===== config.mk =====
export PLATFORM = sky130hd
export DESIGN_NAME = rtc_calendar
export DESIGN_NICKNAME = d
export VERILOG_FILES = /design/src/rtl/rtc_cal_pkg.sv /design/src/rtl/rtc_prescaler.sv /design/src/rtl/rtc_bcd_field.sv /design/src/rtl/rtc_lowv_flag.sv /design/src/rtl/rtc_calendar.sv
export SDC_FILE = /design/constraint.sdc
export NUM_CORES = 1
export LEC_CHECK = 0
export BUFFER_PORTS_ARGS = -buffer_cell sky130_fd_sc_hd__buf_2
export CAP_MARGIN = 15
export CORE_MARGIN = 2
export CORE_UTILIZATION = 30
export CTS_CLUSTER_DIAMETER = 120
export CTS_CLUSTER_SIZE = 12
export DETAILED_ROUTE_END_ITERATION = 8
export GPL_TIMING_DRIVEN = 0
export PLACE_DENSITY = 0.43
export SYNTH_ARGS = -nofsm -noshare
export SYNTH_HDL_FRONTEND = slang
export SYNTH_SLANG_ARGS = --single-unit

===== constraint.sdc =====
create_clock -name clk -period 4.01 [get_ports clk]
set_clock_uncertainty 0.2 [all_clocks]
set_input_delay 0.802 -clock clk [delete_from_list [all_inputs] [get_ports clk]]
set_output_delay 0.802 -clock clk [all_outputs]
set_load 0.005 [all_outputs]

===== src/rtl/rtc_cal_pkg.sv =====
// Package: shared constants and BCD calendar helper functions.
// Assumes all arguments are valid packed BCD values.
package rtc_cal_pkg;

    localparam int NUM_FIELDS = 7;

    typedef enum logic [2:0] {
        FLD_SEC   = 3'd0,
        FLD_MIN   = 3'd1,
        FLD_HOUR  = 3'd2,
        FLD_DOW   = 3'd3,
        FLD_DATE  = 3'd4,
        FLD_MONTH = 3'd5,
        FLD_YEAR  = 3'd6,
        FLD_NONE  = 3'd7
    } fld_sel_e;

    // Next BCD value of a two-digit number; the caller handles the wrap.
    function automatic logic [7:0] bcd_inc(input logic [7:0] v);
        if (v[3:0] == 4'd9) return {v[7:4] + 4'd1, 4'd0};
        else                return {v[7:4], v[3:0] + 4'd1};
    endfunction

    // A two-digit BCD year is a multiple of four: the tens digit is even and
    // the ones digit is 0, 4 or 8, or the tens digit is odd and the ones is 2 or 6.
    function automatic logic year_is_leap(input logic [7:0] y);
        if (y[4]) return (y[3:0] == 4'd2) || (y[3:0] == 4'd6);
        else      return (y[3:0] == 4'd0) || (y[3:0] == 4'd4) || (y[3:0] == 4'd8);
    endfunction

    // Last date of a BCD month, as BCD.
    function automatic logic [7:0] month_last_day(input logic [7:0] m, input logic leap);
        case (m)
            8'h02:                      return leap ? 8'h29 : 8'h28;
            8'h04, 8'h06, 8'h09, 8'h11: return 8'h30;
            default:                    return 8'h31;
        endcase
    endfunction

endpackage


===== src/rtl/rtc_prescaler.sv =====
// Module: divides the reference clock down to a one-cycle pulse per second.
// Assumes DIV_RATIO >= 2. clr clears the count and holds it at zero, and the
// first pulse after clr falls comes on the DIV_RATIO-th edge.
module rtc_prescaler #(
    parameter int DIV_RATIO = 32768
) (
    input  logic clk,
    input  logic rst_n,
    input  logic clr,
    output logic tick
);
    localparam int CW = (DIV_RATIO > 2) ? $clog2(DIV_RATIO) : 1;
    localparam logic [CW-1:0] LAST = CW'(DIV_RATIO - 1);

    logic [CW-1:0] cnt_q;

    // The last count value marks a completed second unless clr holds the divider.
    assign tick = (cnt_q == LAST) && !clr;

    // Count modulo DIV_RATIO; reset and clr force the count to zero.
    always_ff @(posedge clk) begin
        if (!rst_n || clr)     cnt_q <= '0;
        else if (cnt_q == LAST) cnt_q <= '0;
        else                   cnt_q <= cnt_q + 1'b1;
    end
endmodule


===== src/rtl/rtc_bcd_field.sv =====
// Module: one BCD calendar field with a load port and a wrap value.
// Assumes top_val and loaded data are valid BCD. A load takes priority over inc.
module rtc_bcd_field #(
    parameter logic [7:0] LO   = 8'h00,
    parameter logic [7:0] MASK = 8'hFF
) (
    input  logic       clk,
    input  logic       rst_n,
    input  logic       inc,
    input  logic       ld,
    input  logic [7:0] ld_val,
    input  logic [7:0] top_val,
    output logic [7:0] q
);
    import rtc_cal_pkg::*;

    // Reset to the low bound, load masked data, or step and wrap.
    always_ff @(posedge clk) begin
        if (!rst_n)   q <= LO;
        else if (ld)  q <= ld_val & MASK;
        else if (inc) q <= (q == top_val) ? LO : bcd_inc(q);
    end
endmodule


===== src/rtl/rtc_lowv_flag.sv =====
// Module: sticky low-supply warning flag.
// Assumes sample pulses once per second. A clear wins over a set in the same cycle.
module rtc_lowv_flag (
    input  logic clk,
    input  logic rst_n,
    input  logic clr,
    input  logic sample,
    input  logic low,
    output logic flag
);
    // Set when a sample sees low supply; only reset or clr clears it.
    always_ff @(posedge clk) begin
        if (!rst_n || clr)     flag <= 1'b0;
        else if (sample && low) flag <= 1'b1;
    end
endmodule


===== src/rtl/rtc_calendar.sv =====
// Module: top of the BCD calendar counter. It ties the prescaler, the seven
// field counters and the flag together and builds the carry chain.
// Assumes loads carry valid BCD within each field's range.
module rtc_calendar #(
    parameter int DIV_RATIO = 32768
) (
    input  logic       clk,
    input  logic       rst_n,
    input  logic       hold_count,
    input  logic       div_clear,
    input  logic       ld_en,
    input  logic [2:0] ld_sel,
    input  logic [7:0] ld_data,
    input  logic       supply_low,
    output logic [7:0] sec_o,
    output logic [7:0] min_o,
    output logic [7:0] hour_o,
    output logic [3:0] dow_o,
    output logic [7:0] date_o,
    output logic [7:0] month_o,
    output logic [7:0] year_o
);
    import rtc_cal_pkg::*;

    // Per-field reset value and load mask. Index 0 is seconds, 6 is year.
    localparam logic [8*NUM_FIELDS-1:0] LO_PACK =
        {8'h00, 8'h01, 8'h01, 8'h01, 8'h00, 8'h00, 8'h00};
    localparam logic [8*NUM_FIELDS-1:0] MASK_PACK =
        {8'hFF, 8'h1F, 8'h3F, 8'h07, 8'h3F, 8'h7F, 8'h7F};

    logic                  tick;
    logic                  adv;
    logic                  low_flag;
    logic [7:0]            fld_q   [NUM_FIELDS];
    logic [7:0]            top_val [NUM_FIELDS];
    logic [NUM_FIELDS-1:0] inc_vec;
    logic [NUM_FIELDS-1:0] wrap_vec;
    logic [7:0]            last_day;

    rtc_prescaler #(.DIV_RATIO(DIV_RATIO)) u_presc (
        .clk  (clk),
        .rst_n(rst_n),
        .clr  (div_clear),
        .tick (tick)
    );

    // Last date of the current month, given the current year.
    always_comb last_day = month_last_day(fld_q[FLD_MONTH], year_is_leap(fld_q[FLD_YEAR]));

    // Wrap values for each field.
    always_comb begin
        top_val[FLD_SEC]   = 8'h59;
        top_val[FLD_MIN]   = 8'h59;
        top_val[FLD_HOUR]  = 8'h23;
        top_val[FLD_DOW]   = 8'h07;
        top_val[FLD_DATE]  = last_day;
        top_val[FLD_MONTH] = 8'h12;
        top_val[FLD_YEAR]  = 8'h99;
    end

    // A second completes into the fields only when there is no hold and no load.
    assign adv = tick && !hold_count && !ld_en;

    // Carry chain: sec -> min -> hour -> (date, day of week) -> month -> year.
    always_comb begin
        for (int k = 0; k < NUM_FIELDS; k++) wrap_vec[k] = (fld_q[k] == top_val[k]);
        inc_vec[FLD_SEC]   = adv;
        inc_vec[FLD_MIN]   = inc_vec[FLD_SEC]  && wrap_vec[FLD_SEC];
        inc_vec[FLD_HOUR]  = inc_vec[FLD_MIN]  && wrap_vec[FLD_MIN];
        inc_vec[FLD_DOW]   = inc_vec[FLD_HOUR] && wrap_vec[FLD_HOUR];
        inc_vec[FLD_DATE]  = inc_vec[FLD_DOW];
        inc_vec[FLD_MONTH] = inc_vec[FLD_DATE]  && wrap_vec[FLD_DATE];
        inc_vec[FLD_YEAR]  = inc_vec[FLD_MONTH] && wrap_vec[FLD_MONTH];
    end

    for (genvar i = 0; i < NUM_FIELDS; i++) begin : g_field
        rtc_bcd_field #(
            .LO  (LO_PACK[8*i +: 8]),
            .MASK(MASK_PACK[8*i +: 8])
        ) u_fld (
            .clk    (clk),
            .rst_n  (rst_n),
            .inc    (inc_vec[i]),
            .ld     (ld_en && (ld_sel == 3'(i))),
            .ld_val (ld_data),
            .top_val(top_val[i]),
            .q      (fld_q[i])
        );
    end

    rtc_lowv_flag u_flag (
        .clk   (clk),
        .rst_n (rst_n),
        .clr   (ld_en),
        .sample(tick),
        .low   (supply_low),
        .flag  (low_flag)
    );

    // Drive the output buses; the flag shares the day-of-week output.
    assign sec_o   = fld_q[FLD_SEC];
    assign min_o   = fld_q[FLD_MIN];
    assign hour_o  = fld_q[FLD_HOUR];
    assign dow_o   = {low_flag, fld_q[FLD_DOW][2:0]};
    assign date_o  = fld_q[FLD_DATE];
    assign month_o = fld_q[FLD_MONTH];
    assign year_o  = fld_q[FLD_YEAR];
endmodule


# [Yosys cells after proc, flatten, opt, wreduce, memory -nomap -nowiden]
# Index checks and enable logic that the tools add are counted.
# W data, S select, Z words.
[word_totals] regBits=72 latch_bits=0 ram_bits=0 mem_bits_ro=0 input_bits=17 output_inout_bits=52 elab_cells=165 n_memories=0
[classes] add_sub_neg=15 mul=0 div=0 magnitude_cmp=0 n_eq_ne=30 n_shift=0 mux=31 bitwise_logic=1 n_reduce_logical=66
[op_table] cell="$mux W8" n=16
[op_table] cell="$add A4 B1 Y4 const B" n=14
[op_table] cell="$eq A4 B4 Y1 const B" n=8
[op_table] cell="$mux W7" n=4
[op_table] cell="$reduce_bool A2 Y1" n=13
[op_table] cell="$eq A8 B3 Y1 const B" n=3
[op_table] cell="$mux W6" n=4
[op_table] cell="$reduce_and A2 Y1" n=12
[op_table] cell="$reduce_bool A3 Y1" n=6
[op_table] cell="$eq A8 B5 Y1 const B" n=2
[op_table] cell="$eq A8 B7 Y1 const B" n=2
[op_table] cell="$logic_and A1 B1 Y1" n=16
[op_table] cell="$add A15 B1 Y15 const B" n=1
[op_table] cell="$eq A15 B15 Y1 const B" n=1
[op_table] cell="$reduce_or A2 Y1" n=7
[op_table] cell="$mux W5" n=2
[op_table] cell="$pmux W5 S2" n=1
[op_table] cell="$eq A3 B3 Y1 const B" n=3
[op_table] cell="$eq A4 B3 Y1 const B" n=2
[op_table] cell="$eq A8 B2 Y1 const B" n=1
[op_table] cell="$eq A8 B4 Y1 const B" n=1
[op_table] cell="$eq A8 B6 Y1" n=1
[op_table] cell="$eq A8 B6 Y1 const B" n=1
[op_table] cell="$eq A8 B8 Y1 const B" n=1
[op_table] cell="11 further kinds" n=21

# [Longest topological paths before layout]
[logic_depth] ltp_word=11 depth_mapped=11 depth_no_buf=8

# [By module]
# A second synthesis with hierarchy kept.
[unflattened] cells_unflattened=660 area_unflattened_um2=5517.8
[modules_own_cells] mod="rtc_bcd_field at g_field[0].u_fld ..." instances=2 cells_each=73 area_per_inst_um2=610.6 seq_area_each_um2=160.2
[modules_own_cells] mod="rtc_bcd_field at g_field[5].u_fld" instances=1 cells_each=79 area_per_inst_um2=724.4 seq_area_each_um2=160.2
[modules_own_cells] mod="rtc_prescaler" instances=1 cells_each=72 area_per_inst_um2=653.1 seq_area_each_um2=300.3
[modules_own_cells] mod="rtc_bcd_field at g_field[2].u_fld" instances=1 cells_each=78 area_per_inst_um2=643.1 seq_area_each_um2=160.2
[modules_own_cells] mod="rtc_bcd_field at g_field[4].u_fld" instances=1 cells_each=82 area_per_inst_um2=635.6 seq_area_each_um2=160.2
[modules_own_cells] mod="rtc_bcd_field at g_field[6].u_fld" instances=1 cells_each=74 area_per_inst_um2=621.8 seq_area_each_um2=160.2
[modules_own_cells] mod="rtc_bcd_field at g_field[3].u_fld" instances=1 cells_each=71 area_per_inst_um2=614.3 seq_area_each_um2=160.2
[modules_own_cells] mod="rtc_calendar" instances=1 cells_each=55 area_per_inst_um2=366.6 seq_area_each_um2=0.0
[modules_own_cells] mod="rtc_lowv_flag" instances=1 cells_each=3 area_per_inst_um2=37.5 seq_area_each_um2=20.0

# [Worst setup path after synthesis]
# Ideal clock, no wire load.
[synth_timing] path_kind="input-to-reg" start="input ld_en" end="register g_field[5].u_fld.q[6]" setup_time_ns=0.127 t_arrival_ns=2.411 required_ns=3.683 setup_slack_ns=1.272 cell_stages=9 path_buffers=3 path_cell_list="clkbuf_1 -> nor4b_2 -> and4_1 -> and3_1 -> buf_2 -> buf_2 -> nand2_1 -> o2111ai_1 -> nand3_1"
[synth_between] elab_chain_cells=7 word_cells_on_any_way=9 cone_classes="reduce/logical (9)"
[synth_rtl] item="start, declared" line="rtc_calendar.sv:11" source="input logic ld_en,"
[synth_rtl] item="$logic_not A1 Y1" line="rtc_calendar.sv:62" source="assign adv = tick && !hold_count && !ld_en;"
[synth_rtl] item="$logic_and A1 B1 Y1" line="rtc_calendar.sv:62"
[synth_rtl] item="$logic_and A1 B1 Y1" line="rtc_calendar.sv:68" source="inc_vec[FLD_MIN] = inc_vec[FLD_SEC] && wrap_vec[FLD_SEC];"
[synth_rtl] item="$logic_and A1 B1 Y1" line="rtc_calendar.sv:69" source="inc_vec[FLD_HOUR] = inc_vec[FLD_MIN] && wrap_vec[FLD_MIN];"
[synth_rtl] item="$logic_and A1 B1 Y1" line="rtc_calendar.sv:70" source="inc_vec[FLD_DOW] = inc_vec[FLD_HOUR] && wrap_vec[FLD_HOUR];"
[synth_rtl] item="$logic_and A1 B1 Y1" line="rtc_calendar.sv:72" source="inc_vec[FLD_MONTH] = inc_vec[FLD_DATE] && wrap_vec[FLD_DATE];"
[synth_rtl] item="$reduce_and A2 Y1 (no source line)"
[synth_rtl] item="end signal, assigned" line="rtc_bcd_field.sv:20" source="else if (ld) q <= ld_val & MASK;"
[synth_rtl] item="end signal, assigned" line="rtc_bcd_field.sv:21" source="else if (inc) q <= (q == top_val) ? LO : bcd_inc(q);"
[synth_rtl] item="end, declared" line="rtc_bcd_field.sv:13" source="output logic [7:0] q"
# Several ways; a longest one is shown, not always the timed one.
# A chain may end at the register's enable or synchronous reset.

# [Worst setup path in the final report]
[layout_timing] start="register u_presc.cnt_q[0]" end="register g_field[6].u_fld.q[0]"
[layout_between] elab_chain_cells=10
[layout_rtl] item="start, declared" line="rtc_prescaler.sv:15" source="logic [CW-1:0] cnt_q;"
[layout_rtl] item="start signal, assigned" line="rtc_prescaler.sv:24" source="else cnt_q <= cnt_q + 1'b1;"
[layout_rtl] item="$eq A15 B15 Y1" line="rtc_prescaler.sv:18" source="assign tick = (cnt_q == LAST) && !clr;"
[layout_rtl] item="$logic_and A1 B1 Y1" line="rtc_prescaler.sv:18"
[layout_rtl] item="$logic_and A1 B1 Y1 (2 in a row)" line="rtc_calendar.sv:62"
[layout_rtl] item="$logic_and A1 B1 Y1" line="rtc_calendar.sv:68"
[layout_rtl] item="$logic_and A1 B1 Y1" line="rtc_calendar.sv:69"
[layout_rtl] item="$logic_and A1 B1 Y1" line="rtc_calendar.sv:70"
[layout_rtl] item="$logic_and A1 B1 Y1" line="rtc_calendar.sv:72"
[layout_rtl] item="$logic_and A1 B1 Y1" line="rtc_calendar.sv:73" source="inc_vec[FLD_YEAR] = inc_vec[FLD_MONTH] && wrap_vec[FLD_MONTH];"
[layout_rtl] item="$reduce_bool A2 Y1 (no source line)"
[layout_rtl] item="end signal, assigned" line="rtc_bcd_field.sv:20"
[layout_rtl] item="end signal, assigned" line="rtc_bcd_field.sv:21"
[layout_rtl] item="end, declared" line="rtc_bcd_field.sv:13"
# Every way passes these cells.

==> results.sh <==
export IMPL_grt_pass1_wl_um=24500
export IMPL_max_stage_delay_ns=0.58
export IMPL_cp_slowest_cell="nor4_4"
export IMPL_drt_iter0_drc=263
export IMPL_dpl_hpwl_um=11180
export IMPL_cp_data_required_time_ns=4.03
export IMPL_tightest_slew_ns=0.9312
export IMPL_vias=4797
export IMPL_preCtsSetupSlack_ns=0.5945
export IMPL_clk_path_buf_depth=2
export IMPL_maxSlewHeadroom_pct=37.44
export IMPL_synthAdderAreaFrac_pct=5.814
export IMPL_status="completed"
export IMPL_synth_top_cell_area_share_pct=29.12
export IMPL_row_count=46
export IMPL_layout_min_cycle_time_ns=3.105
export IMPL_muxShareOfSynthArea_pct=3.337
export IMPL_ys_top_cells_by_count="dfxtp_1, nand2_1, nor2_1, buf_4"
export IMPL_cap_viol_max_count=0
export IMPL_drive_above_1_share_pct=21.67
export IMPL_hold_class="flop to flop"
export IMPL_yosys_area_share_xor_xnor_pct=3.185
export IMPL_cts_resized=0
export IMPL_holdWs_ns=0.2688
export IMPL_hold_buffers=0
export IMPL_dpl_cell_area_mm2=0.005555
export IMPL_die_h_um=132.5
export IMPL_cts_tree="done"
export IMPL_synth_cells=645
export IMPL_insertion_delay_ns=0.34
export IMPL_synth_most_common_cell="dfxtp_1"
export IMPL_routedWlPerCell_um=15.89
export IMPL_syn_area_mm2=0.004950
export IMPL_power_frac_comb_pct=10.0
export IMPL_area_delta_synth_final_pct=18.55
export IMPL_ys_ff_latch=72
export IMPL_fin_cells=945
export IMPL_grt_total_usage_pct=17.41
export IMPL_cts_sinks=72
export IMPL_worst_setup_path_start_kind="flop"
export IMPL_crit_type="flop to flop"
export IMPL_io_buffers=66
export IMPL_routabilityCongestion=0.8065
export IMPL_yosys_warnings=0
export IMPL_async_reset_ff_share_pct=0
export IMPL_met2_usage_pct=29.13
export IMPL_netSwitchingPower_mw=0.4565
export IMPL_h_tree_depth=3
export IMPL_fmax_mhz=322.1
export IMPL_final_area_mm2=0.005868
export IMPL_root_buffer="clkbuf_16"
export IMPL_start_util_pct=30.94
export IMPL_grtUsageMet1_pct=22.75
export IMPL_rr_startpoint="u_presc.cnt_q[0]"
export IMPL_final_hold_violation_count=0
export IMPL_synthesis_nets=685
export IMPL_grtUsageMet3_pct=2.797
export IMPL_die_area_mm2=0.01754
export IMPL_busiest_layer="met2"
export IMPL_cts_setup_buffers=0
export IMPL_min_delay_start="u_presc.cnt_q[0]"
export IMPL_placedCellCount=928
export IMPL_cp_cell_sequence="ha_1 -> nand4_1 -> nor4_4 -> nand3_1 -> buf_2 -> clkbuf_1 -> nor4_1 -> nor3_1"
export IMPL_n_antenna_cell=0
export IMPL_synth_edf_count=0
export IMPL_fp_dieW_um=132.5
export IMPL_p_per_area_mw_per_mm2=302.7
export IMPL_synth_compound_area_share_pct=16.53
export IMPL_total_power_mw=1.777
export IMPL_final_util_pct=36.68
export IMPL_tns_ns=0
export IMPL_drc=0
export IMPL_dr_pass1_iters=4
export IMPL_avgSynthCellArea_um2=7.674
export IMPL_synth_top_family_by_area="simple AND/OR/NAND/NOR gates"
export IMPL_synthFlopType="dfxtp_1"
export IMPL_power_leakage_nw=2.366
export IMPL_fin_nets=764
export IMPL_p_sw_share_pct=25.69
export IMPL_fp_coreArea_mm2=0.01600
export IMPL_p_clk_share_pct=47.6
export IMPL_finalSetupViolCount=0
export IMPL_clk_pin_slew_ns=0.06
export IMPL_setup_worst_path_start="u_presc.cnt_q[0]"
export IMPL_rsz0062_at_grt="no"
export IMPL_drtAntennaViolNets=0
export IMPL_peakVddDrop_uv=191.5
export IMPL_ys_types=56
export IMPL_end_kind="flop"
export IMPL_timing_final_ws_setup_ns=0.9054
export IMPL_grt_overflow=0
export IMPL_grt_pass1_vias=4552
export IMPL_finalMaxSlewViolations=0
export IMPL_grt_antenna_before_repair=0
export IMPL_crit_arrival_ns=3.13
export IMPL_power_frac_seq_pct=42.5
export IMPL_viasPerCell=5.076
export IMPL_grt_max_degree=13
export IMPL_period_share_pct=77.42
export IMPL_io_pins=69
export IMPL_yosysTopAreaCell="dfxtp_1"
export IMPL_synth_area_leaders="dfxtp_1, buf_4, ha_1, a21oi_1, nand3_1"
export IMPL_cp_max_fo=10
export IMPL_synth_simple_gate_area_share_pct=29.55
export IMPL_power_internal_mw=1.320
export IMPL_finalWirelength_um=15020
export IMPL_cts_buffers=9
export IMPL_seq_area_frac_synth_pct=29.12
[registers in the layout (all words and copies together), names as in the netlist]
name and count:
g_field.u_fld.q 56, u_flag.flag 1, u_presc.cnt_q 15
[worst paths after layout]
check / to / slack (ns) / depth (start not counted)
setup / recovery: g_field[6].u_fld.q[0] / 0.91 / 8
hold / removal: u_presc.cnt_q[0] / 0.27 / 1
setup reg to reg: g_field[6].u_fld.q[0] / 0.91 / 8
hold reg to reg: u_presc.cnt_q[0] / 0.27 / 1
[worst max-delay path: cells and delay by family (launching register included)]
kind / cells / cell delay [ns]
AND/OR/NAND/NOR: 5 / 1.60
buffers and inverters: 2 / 0.58
flip-flops: 1 / 0.37
adder cells (fa/ha/maj): 1 / 0.22
[routing by layer]
metal / part of all wire [%] / wire [um] / vias to the layer above
li1: - / - / 2403
met5: 0 / 0 / -
met2: 49 / 7319 / 87
met3: 3.5 / 533 / 18
met1: 46 / 6909 / 2289
met4: 1.7 / 255 / 0
[cells by family after synthesis]
family                     count (synthesis)
AOI/OAI and AO/OA                        133
xor gates and xnor gates                  18
adders and majority gates                 23
buffers and inverters                    106
DFF                                       72
muxes                                     16
and+or+nand+nor                          277
[area by class of cell]
cell class	count	area (um^2)
Tap cell	216	270.3
Buffer	81	523.0
Sequential cell	72	1441
Clock inverter	5	55.05
Inverter	25	93.84
Multi-Input combinational cell	467	2892
Clock buffer	11	252.7
Fill cell	1775	10130
Timing Repair Buffer	68	340.3
[power groups by stage]
| stage | sequential (mW) | combinational, mW | clock (mW) |
|---|---|---|---|
| after global placement | 0.770 | 0.175 | 0 |
| after global routing | 0.758 | 0.197 | 0.896 |
| after CTS | 0.754 | 0.177 | 0.869 |
| after floorplan | 0.762 | 0.115 | 0 |
| final | 0.754 | 0.177 | 0.846 |
| after detailed placement | 0.770 | 0.176 | 0 |
[cells in the final DEF (no fill, tap or decap), types with 3 or more instances in the layout]
master	n
a311oi_1	3
mux2i_1	15
a211oi_1	15
and4_1	3
a21oi_1	46
xor2_1	9
nand3_1	46
xnor2_1	9
nor2_1	58
and3b_1	6
and2_1	4
or3_1	7
nand2_1	60
clkbuf_1	18
or2_2	4
nor4_1	7
buf_2	75
nor3_1	21
o2111ai_1	3
clkbuf_16	9
nor3b_1	6
a21o_1	3
ha_1	23
and3_1	13
o21ai_0	37
dfxtp_1	72
buf_4	54
nand4_1	10
o22ai_1	4
nand3b_1	9
o21ai_1	7
inv_1	25
a31oi_1	4
nor2b_1	7
No activity file was read; power rests on OpenSTA's default activity.
